===== src/rtl/alu_pkg.sv =====
package alu_pkg;

    typedef enum logic [1:0] {
        OP_AND = 2'b00,
        OP_OR  = 2'b01,
        OP_ADD = 2'b10,
        OP_SLT = 2'b11
    } alu_op_e;

endpackage


===== src/rtl/alu_slice.sv =====
// One ordinary bit cell: operand complement, carry terms, full add, output select.
module alu_slice
    import alu_pkg::*;
(
    input  logic    a_i,
    input  logic    b_i,
    input  logic    inv_a,
    input  logic    inv_b,
    input  logic    carry_in,
    input  logic    less_in,
    input  alu_op_e op,
    output logic    res,
    output logic    carry_out,
    output logic    prop,
    output logic    gen
);
    logic a_m;
    logic b_m;
    logic sum;

    assign a_m       = a_i ^ inv_a;
    assign b_m       = b_i ^ inv_b;
    assign prop      = a_m | b_m;
    assign gen       = a_m & b_m;
    assign sum       = a_m ^ b_m ^ carry_in;
    assign carry_out = gen | (prop & carry_in);

    always_comb begin
        unique case (op)
            OP_AND:  res = gen;
            OP_OR:   res = prop;
            OP_ADD:  res = sum;
            OP_SLT:  res = less_in;
            default: res = 1'b0;
        endcase
    end
endmodule


===== src/rtl/alu_msb_slice.sv =====
// Top bit cell: like an ordinary cell, plus signed overflow and the less-than bit.
module alu_msb_slice
    import alu_pkg::*;
(
    input  logic    a_i,
    input  logic    b_i,
    input  logic    inv_a,
    input  logic    inv_b,
    input  logic    carry_in,
    input  alu_op_e op,
    output logic    res,
    output logic    prop,
    output logic    gen,
    output logic    ovf,
    output logic    set_lt
);
    logic a_m;
    logic b_m;
    logic sum;
    logic carry_out;

    assign a_m       = a_i ^ inv_a;
    assign b_m       = b_i ^ inv_b;
    assign prop      = a_m | b_m;
    assign gen       = a_m & b_m;
    assign sum       = a_m ^ b_m ^ carry_in;
    assign carry_out = gen | (prop & carry_in);
    // Signed overflow: carry into the sign bit differs from the carry out of it.
    assign ovf       = carry_in ^ carry_out;
    // The true sign of the sum is the sign bit, corrected by overflow.
    assign set_lt    = sum ^ ovf;

    always_comb begin
        unique case (op)
            OP_AND:  res = gen;
            OP_OR:   res = prop;
            OP_ADD:  res = sum;
            OP_SLT:  res = 1'b0;
            default: res = 1'b0;
        endcase
    end
endmodule


===== src/rtl/alu_zero_flag.sv =====
module alu_zero_flag #(
    parameter int WIDTH = 32
) (
    input  logic [WIDTH-1:0] value,
    output logic             is_zero
);
    assign is_zero = ~|value;
endmodule


===== src/rtl/alu_sliced.sv =====
module alu_sliced
    import alu_pkg::*;
#(
    parameter int WIDTH = 32
) (
    input  logic [WIDTH-1:0] a,
    input  logic [WIDTH-1:0] b,
    input  logic             inv_a,
    input  logic             inv_b,
    input  logic [1:0]       op_sel,
    output logic [WIDTH-1:0] result,
    output logic             zero,
    output logic             overflow,
    output logic [WIDTH-1:0] prop,
    output logic [WIDTH-1:0] gen
);
    localparam int MSB = WIDTH - 1;

    alu_op_e          op;
    logic [MSB:0]     carry;     // carry[i] enters bit i
    logic [MSB:0]     less_vec;
    logic             set_lt;
    logic             ovf_raw;

    assign op       = alu_op_e'(op_sel);
    assign carry[0] = inv_b;
    assign less_vec = {{MSB{1'b0}}, set_lt};

    for (genvar i = 0; i < WIDTH; i++) begin : g_bit
        if (i == MSB) begin : g_top
            alu_msb_slice u_msb (
                .a_i      (a[i]),
                .b_i      (b[i]),
                .inv_a    (inv_a),
                .inv_b    (inv_b),
                .carry_in (carry[i]),
                .op       (op),
                .res      (result[i]),
                .prop     (prop[i]),
                .gen      (gen[i]),
                .ovf      (ovf_raw),
                .set_lt   (set_lt)
            );
        end else begin : g_low
            alu_slice u_slice (
                .a_i       (a[i]),
                .b_i       (b[i]),
                .inv_a     (inv_a),
                .inv_b     (inv_b),
                .carry_in  (carry[i]),
                .less_in   (less_vec[i]),
                .op        (op),
                .res       (result[i]),
                .carry_out (carry[i+1]),
                .prop      (prop[i]),
                .gen       (gen[i])
            );
        end
    end

    // Overflow only has meaning for the two arithmetic selections.
    assign overflow = ovf_raw & op_sel[1];

    alu_zero_flag #(.WIDTH(WIDTH)) u_zero (
        .value   (result),
        .is_zero (zero)
    );
endmodule


===== config.mk =====
export PLATFORM = sky130hd
export DESIGN_NAME = alu_sliced
export DESIGN_NICKNAME = d
export VERILOG_FILES = /design/src/rtl/alu_pkg.sv /design/src/rtl/alu_slice.sv /design/src/rtl/alu_msb_slice.sv /design/src/rtl/alu_zero_flag.sv /design/src/rtl/alu_sliced.sv
export SDC_FILE = /design/constraint.sdc
export NUM_CORES = 1
export LEC_CHECK = 0
export BUFFER_PORTS_ARGS = -buffer_cell sky130_fd_sc_hd__buf_4
export CORE_UTILIZATION = 40
export DETAILED_ROUTE_END_ITERATION = 8
export GPL_TIMING_DRIVEN = 0
export PLACE_DENSITY = 0.76
export SLEW_MARGIN = 10
export SYNTH_ARGS = -nofsm -noshare
export SYNTH_HDL_FRONTEND = slang
export SYNTH_HIERARCHICAL = 1
export SYNTH_SLANG_ARGS = --single-unit

===== constraint.sdc =====
create_clock -name vclk -period 33
set_clock_uncertainty 0.15 [all_clocks]
set_input_delay 4.95 -clock vclk [all_inputs]
set_output_delay 4.95 -clock vclk [all_outputs]
set_load 0.1 [all_outputs]

==> results.toml <==
[final_layout]
clkbuf_count = 0
diodes = 0
fillers = 681
final_cell_mix = "buf_4, inv_1, ha_1"
drive_gt1_share_pct = 39.4
final-seq-area_um2 = 0
fin_nets = 669
fin_cells = 604
seq_cells = 0
multi_input_area_um2 = 2950
area_delta_synth_final_pct = 46.3
final_common_cell = "buf_4"

[critical_path]
crit_path_end_kind = "output pin"
start_kind = "input port"
slowest_delay_ns = 0.49
cp.required_ns = 27.90
crit_path_top_delay_cell = "fa_1"
critPathKind = "input port to output pin"
arrival_ns = 21.85
critPathLaunch = "inv_a"
critPathMaxFanout = 32
crit_path_frequent_cell = "fa_1"

[worst_hold_path]
hold_path.class = "input port to output pin"
hold_start = "b[22]"

[sta]
setup_viol = 0
fin_crit_sh_pct = 81.7
rsz0062_at_grt = "false"
slew_viol_final = 0
fmax_mhz = 37.1
tightest_slew_ns = 0.587
finalCriticalPeriod_ns = 26.95
relSlewSlack_pct = 60.9
hold_viol = 0
setup_tns_ns = 0

[place]
gp_congestion = 0.785
dp_cells = 604
portBuffers = 166
place_hpwl_mm = 7.20

[route]
dr.pass1.iters = 4
vias = 2794
wirelength_mm = 8.51
drtIter0Drc = 53
ant_nets = 0
wl_per_cell_um = 14.1
drcViolationCount = 0
viasPerCell = 4.63

[power_and_ir_drop]
leakagePower_nw = 2.50
ir_drop_v = 0.0000230
p_per_area_nw_per_um2 = 49.4

[clocking]
cts_hold_buf = 0
post_cts_buffers = 0
cts_resized = 0

[floorplanning]
die-area_um2 = 8370
rows = 32
ios = 166
die_y_um = 91.5
dieWidth_um = 91.5
start_util_pct = 41.5
core-area_um2 = 7730

[synth]
yosysUniqueCellTypes = 16
synth.top_cell.area_share_pct = 25.0
synth_top_area_cell = "ha_1"
seq_area_frac_synth_pct = 0
syn_inst = 307
avgSynthCellArea_um2 = 10.4
ys_warn_count = 6
syn_area_um2 = 3200
ys_top_cells_by_area = "ha_1, mux4_2, fa_1"

[global_routing]
grt_max_degree = 36
grt_pass1_vias = 3038
grt_pass1_wl_mm = 14.2
antenna_found_initial = 0
grtUsageTotal_pct = 20.9
grt-ovfl-total = 0

[outcome]
status = "complete, no violations"

[run]
drv_cap = 0
## worst paths after layout
kind	endpoint	slack [ns]	cells after the start
hold / removal	gen[22]	10.36	4
setup / recovery	zero	6.05	42
## final cells by class
cell class / count / share of cell area (%)
inverters: 97 / 7.77
multi-input cells: 239 / 62.9
repair buffers: 166 / 26.6
well taps: 102 / 2.72
## per-layer routing
layer	up-vias	track usage (%)	routed length, um
li1	1307	-	-
met1	1389	24.1	3230
met4	0	2.12	74
met3	8	2.43	441
met2	90	41.7	4760
met5	-	0	0
## critical path, delay by kind of cell
| family | cells | cell delay (ns) |
|---|---|---|
| AND/OR/NAND/NOR | 4 | 0.56 |
| XOR/XNOR | 1 | 0.22 |
| adder cells (fa/ha/maj) | 32 | 14.78 |
| AO/OA/AOI/OAI | 1 | 0.30 |
| buffers and inverters | 4 | 1.02 |
## per-stage QoR
| stage | utilization, % | worst slack, ns | hold WS [ns] | instance area (um2) | power, mW |
|---|---|---|---|---|---|
| after global placement | 60.6 | 5.91 | 10.35 | 4690 | 0.228 |
| after CTS | 60.6 | 5.84 | 10.36 | 4690 | 0.233 |
| after floorplan | - | 6.01 | 10.20 | 3310 | 0.184 |
| final | 60.6 | 6.05 | 10.36 | 4690 | 0.232 |
| after global routing | 60.6 | 5.35 | 10.38 | 4690 | 0.244 |
| after detailed placement | 60.6 | 5.93 | 10.36 | 4690 | 0.233 |
## report_power, final
group          internal [mW]  switching [mW]
Combinational         0.0581           0.173
Sequential                 0               0
Clock                      0               0
Total                 0.0581           0.173
## synthesized netlist by cell type
cell and number:
fa_1 33, nor2_1 1, mux4_2 31, nor4_2 1
o21ai_0 1, nand4_1 2, conb_1 1, xor2_1 32
inv_1 97, nor4_1 7, xnor2_1 33, and2_1 1
and2b_1 1, o31a_1 1, nor2b_1 1, ha_1 64
## cells by family after synthesis
group	count (synthesis)	synth area share, %
simple gates	14	2.89
compound gates	2	0.430
mux	31	21.8
other cells	1	0.117
fa+ha+maj	97	45.6
xor+xnor	65	17.8
buf+inv	97	11.4
Power figures use the tool's default switching activity.
